--- src/rtl/secagg_pkg.sv ---
package secagg_pkg;

    localparam int AW = 12;
    localparam int DW = 32;

    localparam logic [AW-1:0] OFS_RESP    = 12'h010;
    localparam logic [AW-1:0] OFS_NSC     = 12'h014;
    localparam logic [AW-1:0] OFS_MPC_ST  = 12'h01C;
    localparam logic [AW-1:0] OFS_PPC_ST  = 12'h020;
    localparam logic [AW-1:0] OFS_PPC_CLR = 12'h024;
    localparam logic [AW-1:0] OFS_PPC_EN  = 12'h028;
    localparam logic [AW-1:0] OFS_MSC_ST  = 12'h030;
    localparam logic [AW-1:0] OFS_MSC_CLR = 12'h034;
    localparam logic [AW-1:0] OFS_MSC_EN  = 12'h038;
    localparam logic [AW-1:0] OFS_BRG_ST  = 12'h040;
    localparam logic [AW-1:0] OFS_BRG_CLR = 12'h044;
    localparam logic [AW-1:0] OFS_BRG_EN  = 12'h048;

    localparam int APBX_BASE = 4;
    localparam int AHBX_BASE = 20;
    localparam int XP_BASE   = 16;

    // Full-word write strobes, one per writable register
    typedef struct packed {
        logic resp;
        logic nsc;
        logic ppc_clr;
        logic ppc_en;
        logic msc_clr;
        logic msc_en;
        logic brg_en;
    } wstb_t;

    typedef struct packed {
        logic        resp;
        logic [1:0]  nsc;
        logic [15:0] brg_en;
    } cfg_t;

    // Status bit position of protection controller c
    function automatic int ctl_bit(input int c, input int n_apb, input int n_apbx);
        if (c < n_apb)               return c;
        else if (c < n_apb + n_apbx) return APBX_BASE + (c - n_apb);
        else                         return AHBX_BASE + (c - n_apb - n_apbx);
    endfunction

    function automatic logic [DW-1:0] ppc_mask(input int n_apb, input int n_apbx, input int n_ahbx);
        logic [DW-1:0] m;
        m = '0;
        for (int c = 0; c < n_apb + n_apbx + n_ahbx; c++) m[ctl_bit(c, n_apb, n_apbx)] = 1'b1;
        return m;
    endfunction

endpackage

--- src/rtl/secagg_decode.sv ---
module secagg_decode
    import secagg_pkg::*;
(
    input  logic          reg_wr,
    input  logic [AW-1:0] reg_addr,
    input  logic [3:0]    reg_be,
    output wstb_t         wstb
);
    logic full;
    assign full = reg_wr && (reg_be == 4'hF);

    always_comb begin
        wstb         = '0;
        wstb.resp    = full && (reg_addr == OFS_RESP);
        wstb.nsc     = full && (reg_addr == OFS_NSC);
        wstb.ppc_clr = full && (reg_addr == OFS_PPC_CLR);
        wstb.ppc_en  = full && (reg_addr == OFS_PPC_EN);
        wstb.msc_clr = full && (reg_addr == OFS_MSC_CLR);
        wstb.msc_en  = full && (reg_addr == OFS_MSC_EN);
        wstb.brg_en  = full && (reg_addr == OFS_BRG_EN);
    end
endmodule

--- src/rtl/secagg_ppc_bank.sv ---
module secagg_ppc_bank
    import secagg_pkg::*;
#(
    parameter int N_APB  = 2,
    parameter int N_APBX = 4,
    parameter int N_AHBX = 4
) (
    input  logic                            clk,
    input  logic                            rst,
    input  logic [N_APB+N_APBX+N_AHBX-1:0]  irq_in,
    input  logic                            clr_stb,
    input  logic                            en_stb,
    input  logic [DW-1:0]                   wdata,
    output logic [DW-1:0]                   stat,
    output logic [DW-1:0]                   en,
    output logic [N_APB+N_APBX+N_AHBX-1:0]  ctl_en,
    output logic [N_APB+N_APBX+N_AHBX-1:0]  ctl_clr
);
    localparam int N_CTL = N_APB + N_APBX + N_AHBX;
    localparam logic [DW-1:0] MASK = ppc_mask(N_APB, N_APBX, N_AHBX);

    logic [DW-1:0] in_vec;
    logic [DW-1:0] clr_vec;

    always_comb begin
        in_vec = '0;
        for (int c = 0; c < N_CTL; c++) in_vec[ctl_bit(c, N_APB, N_APBX)] = irq_in[c];
    end

    assign clr_vec = clr_stb ? (wdata & MASK) : '0;

    always_ff @(posedge clk) begin
        if (rst) begin
            stat <= '0;
            en   <= '0;
        end else begin
            stat <= (stat & ~clr_vec) | in_vec;
            if (en_stb) en <= wdata & MASK;
        end
    end

    for (genvar c = 0; c < N_CTL; c++) begin : g_ctl
        localparam int B = ctl_bit(c, N_APB, N_APBX);
        assign ctl_en[c]  = en[B];
        assign ctl_clr[c] = stat[B];
    end

    assert_set_R1: assert property (@(posedge clk) disable iff (rst)
        !$past(rst) |-> ((stat & $past(in_vec)) == $past(in_vec)));
    assert_clear_R2: assert property (@(posedge clk) disable iff (rst)
        !$past(rst) |-> ((stat & $past(clr_vec & ~in_vec)) == '0));
    assert_enable_R3: assert property (@(posedge clk) disable iff (rst)
        en_stb |=> (en == ($past(wdata) & MASK)));
endmodule

--- src/rtl/secagg_level_cap.sv ---
module secagg_level_cap
    import secagg_pkg::*;
#(
    parameter int W_LO = 1,
    parameter int W_HI = 4
) (
    input  logic            clk,
    input  logic            rst,
    input  logic [W_LO-1:0] lo_in,
    input  logic [W_HI-1:0] hi_in,
    output logic [DW-1:0]   stat
);
    logic [DW-1:0] placed;

    always_comb begin
        placed = '0;
        placed[W_LO-1:0] = lo_in;
        placed[XP_BASE +: W_HI] = hi_in;
    end

    always_ff @(posedge clk) begin
        if (rst) stat <= '0;
        else     stat <= placed;
    end

    // status mirrors the inputs one cycle late
    assert_level_follow_R5: assert property (@(posedge clk) disable iff (rst)
        !$past(rst) |-> (stat == $past(placed)));
endmodule

--- src/rtl/sec_irq_agg.sv ---
module sec_irq_agg
    import secagg_pkg::*;
#(
    parameter int N_APB  = 2,
    parameter int N_APBX = 4,
    parameter int N_AHBX = 4,
    parameter int N_MPC  = 2,
    parameter int N_MPCX = 4,
    parameter int N_MSCX = 4
) (
    input  logic                           clk,
    input  logic                           rst,
    input  logic                           reg_wr,
    input  logic [11:0]                    reg_addr,
    input  logic [3:0]                     reg_be,
    input  logic [31:0]                    reg_wdata,
    output logic [31:0]                    reg_rdata,
    input  logic [N_APB+N_APBX+N_AHBX-1:0] ppc_irq,
    input  logic [N_MPC-1:0]               mpc_irq,
    input  logic [N_MPCX-1:0]              mpcx_irq,
    input  logic [N_MSCX-1:0]              mscx_irq,
    output logic [N_APB+N_APBX+N_AHBX-1:0] ppc_en,
    output logic [N_APB+N_APBX+N_AHBX-1:0] ppc_clr,
    output logic [N_MSCX-1:0]              msc_clr,
    output logic                           msc_irq,
    output logic                           resp_cfg,
    output logic [1:0]                     nsc_cfg
);
    wstb_t         wstb;
    cfg_t          cfg;
    logic [DW-1:0] ppc_stat, ppc_en_q, mpc_stat, msc_stat, msc_en_q;

    secagg_decode u_dec (
        .reg_wr(reg_wr), .reg_addr(reg_addr), .reg_be(reg_be), .wstb(wstb)
    );

    secagg_ppc_bank #(.N_APB(N_APB), .N_APBX(N_APBX), .N_AHBX(N_AHBX)) u_ppc (
        .clk(clk), .rst(rst), .irq_in(ppc_irq),
        .clr_stb(wstb.ppc_clr), .en_stb(wstb.ppc_en), .wdata(reg_wdata),
        .stat(ppc_stat), .en(ppc_en_q), .ctl_en(ppc_en), .ctl_clr(ppc_clr)
    );

    secagg_level_cap #(.W_LO(N_MPC), .W_HI(N_MPCX)) u_mpc (
        .clk(clk), .rst(rst), .lo_in(mpc_irq), .hi_in(mpcx_irq), .stat(mpc_stat)
    );

    secagg_level_cap #(.W_LO(1), .W_HI(N_MSCX)) u_msc (
        .clk(clk), .rst(rst), .lo_in(1'b0), .hi_in(mscx_irq), .stat(msc_stat)
    );

    always_ff @(posedge clk) begin
        if (rst) begin
            cfg      <= '0;
            msc_en_q <= '0;
            msc_clr  <= '0;
        end else begin
            if (wstb.resp)   cfg.resp   <= reg_wdata[0];
            if (wstb.nsc)    cfg.nsc    <= reg_wdata[1:0];
            if (wstb.brg_en) cfg.brg_en <= reg_wdata[31:16];
            if (wstb.msc_en) msc_en_q   <= reg_wdata;
            msc_clr <= wstb.msc_clr ? reg_wdata[XP_BASE +: N_MSCX] : '0;
        end
    end

    assign msc_irq  = |(msc_stat & msc_en_q);
    assign resp_cfg = cfg.resp;
    assign nsc_cfg  = cfg.nsc;

    always_comb begin
        case (reg_addr)
            OFS_RESP:   reg_rdata = {31'h0, cfg.resp};
            OFS_NSC:    reg_rdata = {30'h0, cfg.nsc};
            OFS_MPC_ST: reg_rdata = mpc_stat;
            OFS_PPC_ST: reg_rdata = ppc_stat;
            OFS_PPC_EN: reg_rdata = ppc_en_q;
            OFS_MSC_ST: reg_rdata = msc_stat;
            OFS_MSC_EN: reg_rdata = msc_en_q;
            OFS_BRG_EN: reg_rdata = {cfg.brg_en, 16'h0};
            default:    reg_rdata = '0;
        endcase
    end

    assert_cfg_nsc_R8: assert property (@(posedge clk) disable iff (rst)
        wstb.nsc |=> (nsc_cfg == $past(reg_wdata[1:0])));
    assert_msc_clr_pulse_R7: assert property (@(posedge clk) disable iff (rst)
        !$past(rst) |-> (msc_clr == ($past(wstb.msc_clr) ? $past(reg_wdata[XP_BASE +: N_MSCX]) : '0)));
    assert_subword_ignored_R10: assert property (@(posedge clk) disable iff (rst)
        (reg_wr && reg_be != 4'hF) |=> ($stable(cfg) && $stable(msc_en_q) && $stable(ppc_en_q)));
    assert_msc_irq_R6: assert property (@(posedge clk) disable iff (rst)
        msc_irq |-> (msc_stat != '0 && msc_en_q != '0));
    assert_bridge_zero_R9: assert property (@(posedge clk) disable iff (rst)
        (reg_addr == OFS_BRG_ST) |-> (reg_rdata == '0));
endmodule

--- config.mk ---
export PLATFORM = sky130hd
export DESIGN_NAME = sec_irq_agg
export DESIGN_NICKNAME = d
export VERILOG_FILES = /design/src/rtl/secagg_pkg.sv /design/src/rtl/secagg_decode.sv /design/src/rtl/secagg_ppc_bank.sv /design/src/rtl/secagg_level_cap.sv /design/src/rtl/sec_irq_agg.sv
export SDC_FILE = /design/constraint.sdc
export NUM_CORES = 1
export LEC_CHECK = 0
export ABC_CLOCK_PERIOD_IN_PS = 3300
export CAP_MARGIN = 20
export CORE_MARGIN = 10
export CORE_UTILIZATION = 45
export CTS_BUF_LIST = sky130_fd_sc_hd__clkbuf_4 sky130_fd_sc_hd__clkbuf_8
export CTS_CLUSTER_DIAMETER = 150
export CTS_CLUSTER_SIZE = 12
export DETAILED_ROUTE_END_ITERATION = 10
export DONT_BUFFER_PORTS = 1
export GPL_ROUTABILITY_DRIVEN = 0
export SLEW_MARGIN = 20
export SYNTH_ARGS = -nofsm -noshare
export SYNTH_HDL_FRONTEND = slang
export SYNTH_HIERARCHICAL = 1
export SYNTH_SLANG_ARGS = --single-unit
--- constraint.sdc ---
create_clock -name clk -period 3.3 [get_ports clk]
set_clock_uncertainty 0.05 [all_clocks]
set_input_delay 0.165 -clock clk [delete_from_list [all_inputs] [get_ports clk]]
set_output_delay 0.165 -clock clk [all_outputs]
set_load 0.005 [all_outputs]
==> results of run 1 <==
[sequential cells by signal, summed over array words and instances, names as in the netlist, 2 cells and up]
name / cells
u_ppc/stat: 10
u_mpc/stat: 6
u_ppc/en: 10
msc_en_q: 32
u_msc/stat: 5
nsc_cfg: 2
cfg: 16
msc_clr: 4
[cells by family (layout without fill, tap and decap cells)]
logic type	after synthesis	count (layout)	share of synthesized area (%)
AND/OR/NAND/NOR	186	186	17.4
buffers and inverters	168	94	19.4
AO/OA/AOI/OAI	120	120	16.5
multiplexers	99	99	17.3
flip-flops	86	86	29.2
other	4	98	0.255
[through the flow]
| stage | hold slack (ns) | worst slack, ns | power (uW) | area [um2] | util [%] |
|---|---|---|---|---|---|
| 6_report | 0.0772 | 1.20 | 2090 | 6260 | 49.2 |
| 5_1_grt | 0.100 | 1.03 | 2170 | 6260 | 49.2 |
| 4_1_cts | 0.0936 | 1.18 | 2110 | 6260 | 49.2 |
| 3_5_place_dp | 0.196 | 1.26 | 1210 | 5470 | 43.0 |
| 3_3_place_gp | 0.197 | 1.38 | 1210 | 5470 | 43.0 |
| 2_1_floorplan | 0.187 | 1.19 | 1310 | 6240 | - |
[power by group through the flow]
stage	sequential [uW]	combinational [uW]	clock (uW)
after floorplan	1090	224	0
after global placement	1090	116	0
after detailed placement	1090	117	0
after CTS	1070	203	839
after global routing	1070	229	866
final	1070	210	815
[critical path, delay by kind of cell (launching register included)]
family                 cells  cell delay (ns)
buffers and inverters      1             0.18
and+or+nand+nor            1             0.10
DFF                        1             0.40
AOI/OAI and AO/OA          2             0.62
muxes                      1             0.20
[routing by layer]
layer | GRT usage (%) | up-vias | routed length [um]
li1 | - | 2223 | -
met2 | 29.1 | 185 | 7740
met4 | 5.93 | 0 | 308
met3 | 6.95 | 16 | 1600
met1 | 25.5 | 2200 | 8140
met5 | 0 | - | 0
[placed cells by master, fill, tap and decap left out, drive strengths merged, types with 15 or more instances in the layout]
cell type and n:
conb 98, nor2 89, dfxtp 86, mux2i 79
dlygate4sd3 55, a22oi 37, mux2 20, o21ai 18
a32oi 18, inv 16, nor2b 15
[final timing paths]
path                            cells past startpoint  slack, ns                         to                 startpoint
worst max-delay path                                5       1.20               reg_rdata[0]   u_ppc/stat[0]$_SDFF_PP0_
worst min-delay path                                2       0.08      resp_cfg$_SDFFE_PP0P_                        rst
worst max register to register                      3       1.94  u_ppc/stat[23]$_SDFF_PP0_  u_ppc/stat[23]$_SDFF_PP0_
worst min register to register                      2       0.46        cfg[4]$_SDFFE_PP0P_        cfg[4]$_SDFFE_PP0P_
[layout make-up]
class / instances / area [um2]
Multi-Input combinational cell: 503 / 3410
Tap cell: 172 / 215
Fill cell: 1265 / 6460
Clock buffer: 10 / 138
Inverter: 11 / 41.3
Sequential cell: 86 / 1720
Clock inverter: 6 / 73.8
Timing Repair Buffer: 67 / 661
==> results.toml, run 1 <==
[sta]
fmax_mhz = 475
finalHoldViolCount = 0
setup_viol = 0
worst_pin_slew_ns = 0.653
maxSlewHeadroom_pct = 56.4
drv_slew = 0
rsz0062_at_grt = "false"
setup-tns-final_ns = 0
fin_crit_sh_pct = 63.7
layout_min_cycle_time_ns = 2.10

[logic_synthesis]
avgSynthCellArea_um2 = 8.88
yosys.area.top_type = "dfxtp_1"
ys_types = 58
yosysMostFrequentCell = "buf_4"
ys.flop_type = "dfxtp_1"
async_flop_share_pct = 0
synth_area_um2 = 5890
synth_edf_count = 0
ys_ff_latch = 86
synth_seq_area_share_pct = 29.2
synth_commonest_cells = "buf_4, nor2_1, dfxtp_1"
synth_top_area_share_pct = 29.2
yosysWarnings = 6
yosys-top-cells-area = "dfxtp_1, buf_4, mux2i_1"
synthCells = 663

[route]
final_antenna_net_count = 0
drtPass1Iterations = 5
wl_per_cell_um = 20.8
avgViaCountPerCell = 5.41
totalWireLength_mm = 17.8
drc = 0
vias = 4624
drt_iter0_markers = 438

[placed_design]
dpl.cell_count = 783
port_buffers = 0
dp_hpwl_mm = 12.8

[worst_setup_path]
required_ns = 3.08
critPathKind = "register to output port"
slowest_stage = "dfxtp_1"
crit_path_end_kind = "output port"
start_kind = "register"
slowest_delay_ns = 0.40
crit_arrival_ns = 1.89
cp_max_fo = 3
path_cells = "mux2_2 -> nand4_1 -> a21o_1 -> a2111oi_0 -> buf_4"

[finish]
diodes = 0
instances_no_fill = 855
area_growth_pct = 6.31
drive_above_1_share_pct = 10.8
layout.nets = 749

[floorplan]
std_cell_rows = 41
die_h_um = 134
coreArea_um2 = 12700
die_w_um = 134
num_io_pins = 131
start_util_pct = 46.3
die_area_um2 = 18100

[pwr]
vdd_drop_max_v = 0.000327
p_leak_uw = 0.00228
cellPowerDensity_nw_per_um2 = 334
power_frac_clock_pct = 38.9
combPwrFrac_pct = 10.0
internal-power_uw = 1540
seqPwrFrac_pct = 51.0
p_sw_share_pct = 26.4
switchingPower_uw = 554

[clocking]
postCtsSetupBuffers = 0
ctsHoldBuffers = 56
clk_latency_ns = 0.39
root_buffer = "clkbuf_8"
cts_made_buffers = 9
post_cts_resized = 0
cts_tree = "yes"
clock_sinks = 86
htreeDepth = 3
clk_pin_slew_ns = 0.10
clk_path_buf_depth = 2

[grt]
grt_max_degree = 82
grt_pass1_vias = 4534
grt_pass1_wl_mm = 27.3
antenna_found_initial = 0
gr-total-overflow = 0
grt.total_usage_pct = 19.5

[job]
cap_violations = 0

[run_status]
status = "finished, final reports clean"

[min_path]
worstHoldPathType = "primary input to register"
Note: power is estimated with default switching activity, not from simulation.
==> run 2: changes to the inputs <==
- ABC_CLOCK_PERIOD_IN_PS: 3300 -> 2000
- clock period: 3.3 -> 2 ns (I/O delays scaled with it)
==> run 2 against run 1 <==
Effect of this change:
- critical path depth stayed put
- wire length increased by 2.0%
- hold slack lost 0.056 ns
- sequential cell count unchanged
- combinational power grew 68%
- cell count rose by 1.1%
- sequential share of layout area is 0.50 points lower
- register-to-register slack worse by 1.2 ns
- clock power rose by 72%
==> results.toml, run 2 (synthesis gave the netlist of run 1 again) <==
[sta]
setup-tns-final_ns = 0
worst_pin_slew_ns = 0.715
setup_viol = 0
maxSlewHeadroom_pct = 52.3
fmax_mhz = 540
rsz0062_at_grt = "false"
layout_min_cycle_time_ns = 1.85
timing.final.ws_setup_ns = 0.149
finalHoldViolCount = 0
drv_slew = 0
fin_crit_sh_pct = 92.6

[grt]
antenna_found_initial = 0
grt_pass1_vias = 4617
grt.total_usage_pct = 19.6
grt_max_degree = 83
grt_pass1_wl_mm = 27.7
gr-total-overflow = 0

[floorplan]
start_util_pct = 46.3
die_w_um = 134
std_cell_rows = 41
die_area_um2 = 18100
die_h_um = 134
num_io_pins = 131
coreArea_um2 = 12700

[worst_setup_path]
r2r_slack_ns = 0.74
crit_path_end_kind = "output port"
required_ns = 1.85
crit-reg2reg-launch = "u_ppc/stat[0]$_SDFF_PP0_"
cp_max_fo = 3
reg2reg_to = "u_ppc/stat[0]$_SDFF_PP0_"
crit_arrival_ns = 1.70
reg2reg_depth = 3
start_kind = "register"
critPathKind = "register to output port"

[finish]
layout.nets = 759
top_regs = "msc_en_q (32), cfg (16)"
final_cell_mix = "conb_1, nor2_1, dfxtp_1"
final_common_cell = "conb_1"
drive_above_1_share_pct = 12.4
largest_register = "msc_en_q"
largest_register_ffs = 32
diodes = 0
area_growth_pct = 8.58

[min_path]
hold_end = "u_ppc/en[23]$_SDFFE_PP0P_"
worstHoldPathType = "primary input to register"
min_from = "rst"
whs_path_depth = 2

[pwr]
seqPwrFrac_pct = 50.1
power_frac_clock_pct = 39.9
p_sw_share_pct = 24.9
vdd_drop_max_v = 0.000521
switchingPower_uw = 877
p_leak_uw = 0.00233
combPwrFrac_pct = 10.0
cellPowerDensity_nw_per_um2 = 550
internal-power_uw = 2640

[clocking]
clk_latency_ns = 0.39
clock_sinks = 86
cts_tree = "yes"
cts_made_buffers = 9
clk_path_buf_depth = 2
clk_pin_slew_ns = 0.09
htreeDepth = 3
root_buffer = "clkbuf_8"

[job]
cap_violations = 0

[route]
wl_per_cell_um = 21.0
drc = 0
drtPass1Iterations = 6
final_antenna_net_count = 0
drt_iter0_markers = 374
vias = 4716
totalWireLength_mm = 18.1
avgViaCountPerCell = 5.46

[placed_design]
dp_hpwl_mm = 13.0
port_buffers = 0
dp_slack_ns = 0.250

[run_status]
status = "finished, final reports clean"
[run 2: power groups by stage]
stage               clock (uW)  combinational [uW]  sequential (uW)
floorplan                    0                 369             1790
global placement             0                 197             1800
detailed placement           0                 199             1800
CTS                       1440                 341             1760
global route              1490                 385             1770
finish                    1400                 353             1760
[run 2: critical path, cell delays in order (launching register included)]
cell and delay (ns):
dfxtp_2 0.37, mux2_2 0.18, nand4_1 0.10, a21o_1 0.20
a2111oi_2 0.29, buf_4 0.17
[run 2: per-stage QoR]
stage                     std cells  power (uW)  utilization [%]  hold slack [ns]  area [um2]
after floorplan                 757        2160                -            0.122        6240
after global placement          793        2000             43.9            0.132        5580
after detailed placement        793        2000             43.9            0.133        5580
after CTS                       864        3540             50.2           0.0337        6390
after global routing            864        3650             50.3           0.0419        6390
final                           864        3520             50.3           0.0211        6390
[run 2: repair_timing]
action / in CTS / in global routing
gates resized for setup: 3 / 2
buffers inserted: 0 / 0
gates cloned: 0 / 0
pin swaps: 0 / 1
hold buffers: 56 / 0
hold endpoints to repair: 85 / 0
endpoints found under the setup margin: 1 / 1
[run 2: cell type report]
class                   count  area, um2
inverters                  11       41.3
fillers                  1240       6330
flip-flops and latches     86       1730
multi-input cells         503       3420
well taps                 172        215
clock buffers              10        138
repair buffers             77        773
clock inverters             5       83.8
[run 2: worst max path at each step]
stage	startpoint	end	depth (start not counted)
5_1_grt	u_ppc/en[0]$_SDFFE_PP0P_	reg_rdata[0]	5
6_report	u_ppc/en[0]$_SDFFE_PP0P_	reg_rdata[0]	5
3_3_place_gp	reg_addr[7]	reg_rdata[18]	4
3_5_place_dp	reg_addr[7]	reg_rdata[21]	4
4_1_cts	u_ppc/en[0]$_SDFFE_PP0P_	reg_rdata[0]	5
2_1_floorplan	reg_addr[1]	cfg[0]$_SDFFE_PP0P_	7
[run 2: per-layer routing]
| metal | share of wire (%) | GRT usage [%] | vias to the layer above |
|---|---|---|---|
| met5 | 0 | 0 | - |
| met4 | 2.0 | 5.99 | 0 |
| met3 | 9.4 | 7.80 | 28 |
| met2 | 44 | 30.3 | 210 |
| met1 | 44 | 24.4 | 2239 |
| li1 | - | - | 2239 |
==> run 3: changes to the inputs <==
- CORE_MARGIN: 10 -> not set
==> run 3 against run 2 <==
Effect of this change:
- sequential power hardly changed
- largest cell class unchanged
- critical path type unchanged
- maximum frequency is 2.2% lower
- critical path depth stayed put
==> results.toml, run 3 (synthesis gave the netlist of run 1 again) <==
[grt]
antenna_found_initial = 0
globalRouteMet3Util_pct = 7.27
met2_usage_pct = 40.9
met1_usage_pct = 34.5
grt.total_usage_pct = 26.4
grt_pass1_wl_mm = 26.4
grt_pass1_vias = 4654
grt_max_degree = 83
gr-total-overflow = 0
top_usage_layer = "met2"

[clocking]
clock_sinks = 86
clk_latency_ns = 0.39
cts_made_buffers = 9
root_buffer = "clkbuf_8"
clk_pin_slew_ns = 0.10
cts_tree = "yes"
clk_path_buf_depth = 2
htreeDepth = 3
postCtsSetupBuffers = 0

[finish]
largest_register = "msc_en_q"
diodes = 0
nFillCells = 1255
top_regs = "msc_en_q (32), cfg (16)"
multi_input_area_um2 = 3430
drive_above_1_share_pct = 12.9
final_cell_mix = "conb_1, nor2_1, dfxtp_1"
final_common_cell = "conb_1"
area_growth_pct = 8.16
finalInstanceArea_um2 = 6370
largest_register_ffs = 32
seq_area_um2 = 1720
layout.nets = 761

[route]
final_antenna_net_count = 0
totalWireLength_mm = 17.1
drt_iter0_markers = 415
drtPass1Iterations = 5
drc = 0
avgViaCountPerCell = 5.47
wl_per_cell_um = 19.8
vias = 4739

[pwr]
p_leak_uw = 0.00233
finalPower_uw = 3340
cellPowerDensity_nw_per_um2 = 524
vdd_drop_max_v = 0.000535

[min_path]
worstHoldPathType = "primary input to register"

[sta]
fin_crit_sh_pct = 94.6
worst_pin_slew_ns = 0.753
fmax_mhz = 528
setup-tns-final_ns = 0
layout_min_cycle_time_ns = 1.89
finalHoldViolCount = 0
drv_slew = 0
rsz0062_at_grt = "false"
setup_viol = 0
maxSlewHeadroom_pct = 49.5

[floorplan]
coreArea_um2 = 12700
die_area_um2 = 13500
num_io_pins = 131
std_cell_rows = 41
die_w_um = 116
die_h_um = 116
start_util_pct = 46.5

[worst_setup_path]
critPathKind = "register to output port"
start_kind = "register"
crit_arrival_ns = 1.74
r2r_slack_ns = 0.70
required_ns = 1.85
crit_path_end_kind = "output port"
cp_max_fo = 3

[placed_design]
dp_hpwl_mm = 11.8
dpl_cell_area_um2 = 5590
port_buffers = 0

[job]
cap_violations = 0

[run_status]
status = "finished, final reports clean"
==> run 3: changes by cell type in the layout (fill, tap and decap cells not counted), sizes merged <==
cell,before,now
dlygate4sd3,55,54
bufinv,2,0
clkinvlp,2,1
clkbuf,10,9
inv,11,16
buf,22,25
==> run 3: critical path, stage by stage, from the launching register on <==
cell       delay, ns
dfxtp_2         0.37
mux2_2          0.17
nand4_1         0.09
a21o_1          0.20
a2111oi_4       0.35
buf_4           0.16
==> run 3: timing repair <==
item,4_1_cts,5_1_grt
hold buffers,55,0
endpoints found under the setup margin,1,1
pin swaps,0,1
resized for setup,4,1
cloned,0,0
endpoints found under the hold margin,85,0
==> run 3: report_power, final <==
| part | leakage [uW] | internal [uW] | total (uW) | switching, uW |
|---|---|---|---|---|
| registers | 0.000699 | 1740 | 1760 | 23.8 |
| logic | 0.00154 | 176 | 354 | 178 |
| clock network | 0.0000931 | 480 | 1220 | 741 |
| total | 0.00233 | 2390 | 3340 | 943 |
==> run 3: cell type report <==
| class | instances | share of cell area [%] |
|---|---|---|
| sequential | 86 | 27.1 |
| clock inverter | 7 | 0.982 |
| clock buffer | 9 | 1.94 |
| inverter | 11 | 0.648 |
| tap | 172 | 3.38 |
| multi-input combinational | 503 | 53.8 |
| timing repair buffer | 79 | 12.1 |
==> run 3: per-stage QoR <==
| step | hold slack [ns] | util, % | std cells | setup slack, ns |
|---|---|---|---|---|
| 3_3_place_gp | 0.131 | 44.1 | 796 | 0.342 |
| 5_1_grt | 0.0357 | 50.3 | 867 | 0.00149 |
| 3_5_place_dp | 0.131 | 44.1 | 796 | 0.329 |
| 4_1_cts | 0.0234 | 50.2 | 867 | 0.0446 |
| 2_1_floorplan | 0.122 | - | 757 | 0.133 |
| 6_report | 0.0204 | 50.3 | 867 | 0.107 |
==> run 3: metal layers <==
layer / vias to the layer above / wire [um] / part of all wire, %
met1: 2256 / 7650 / 45
met2: 207 / 7840 / 46
met5: - / 0 / 0
met4: 0 / 418 / 2.4
li1: 2247 / - / -
met3: 29 / 1230 / 7.2
==> run 3: final timing paths <==
check	startpoint	depth (start not counted)	endpoint
setup / recovery	u_ppc/stat[0]$_SDFF_PP0_	5	reg_rdata[0]
hold / removal	rst	2	nsc_cfg[0]$_SDFFE_PP0P_
setup reg to reg	u_ppc/stat[6]$_SDFF_PP0_	3	u_ppc/stat[6]$_SDFF_PP0_
hold reg to reg	cfg[1]$_SDFFE_PP0P_	2	cfg[1]$_SDFFE_PP0P_
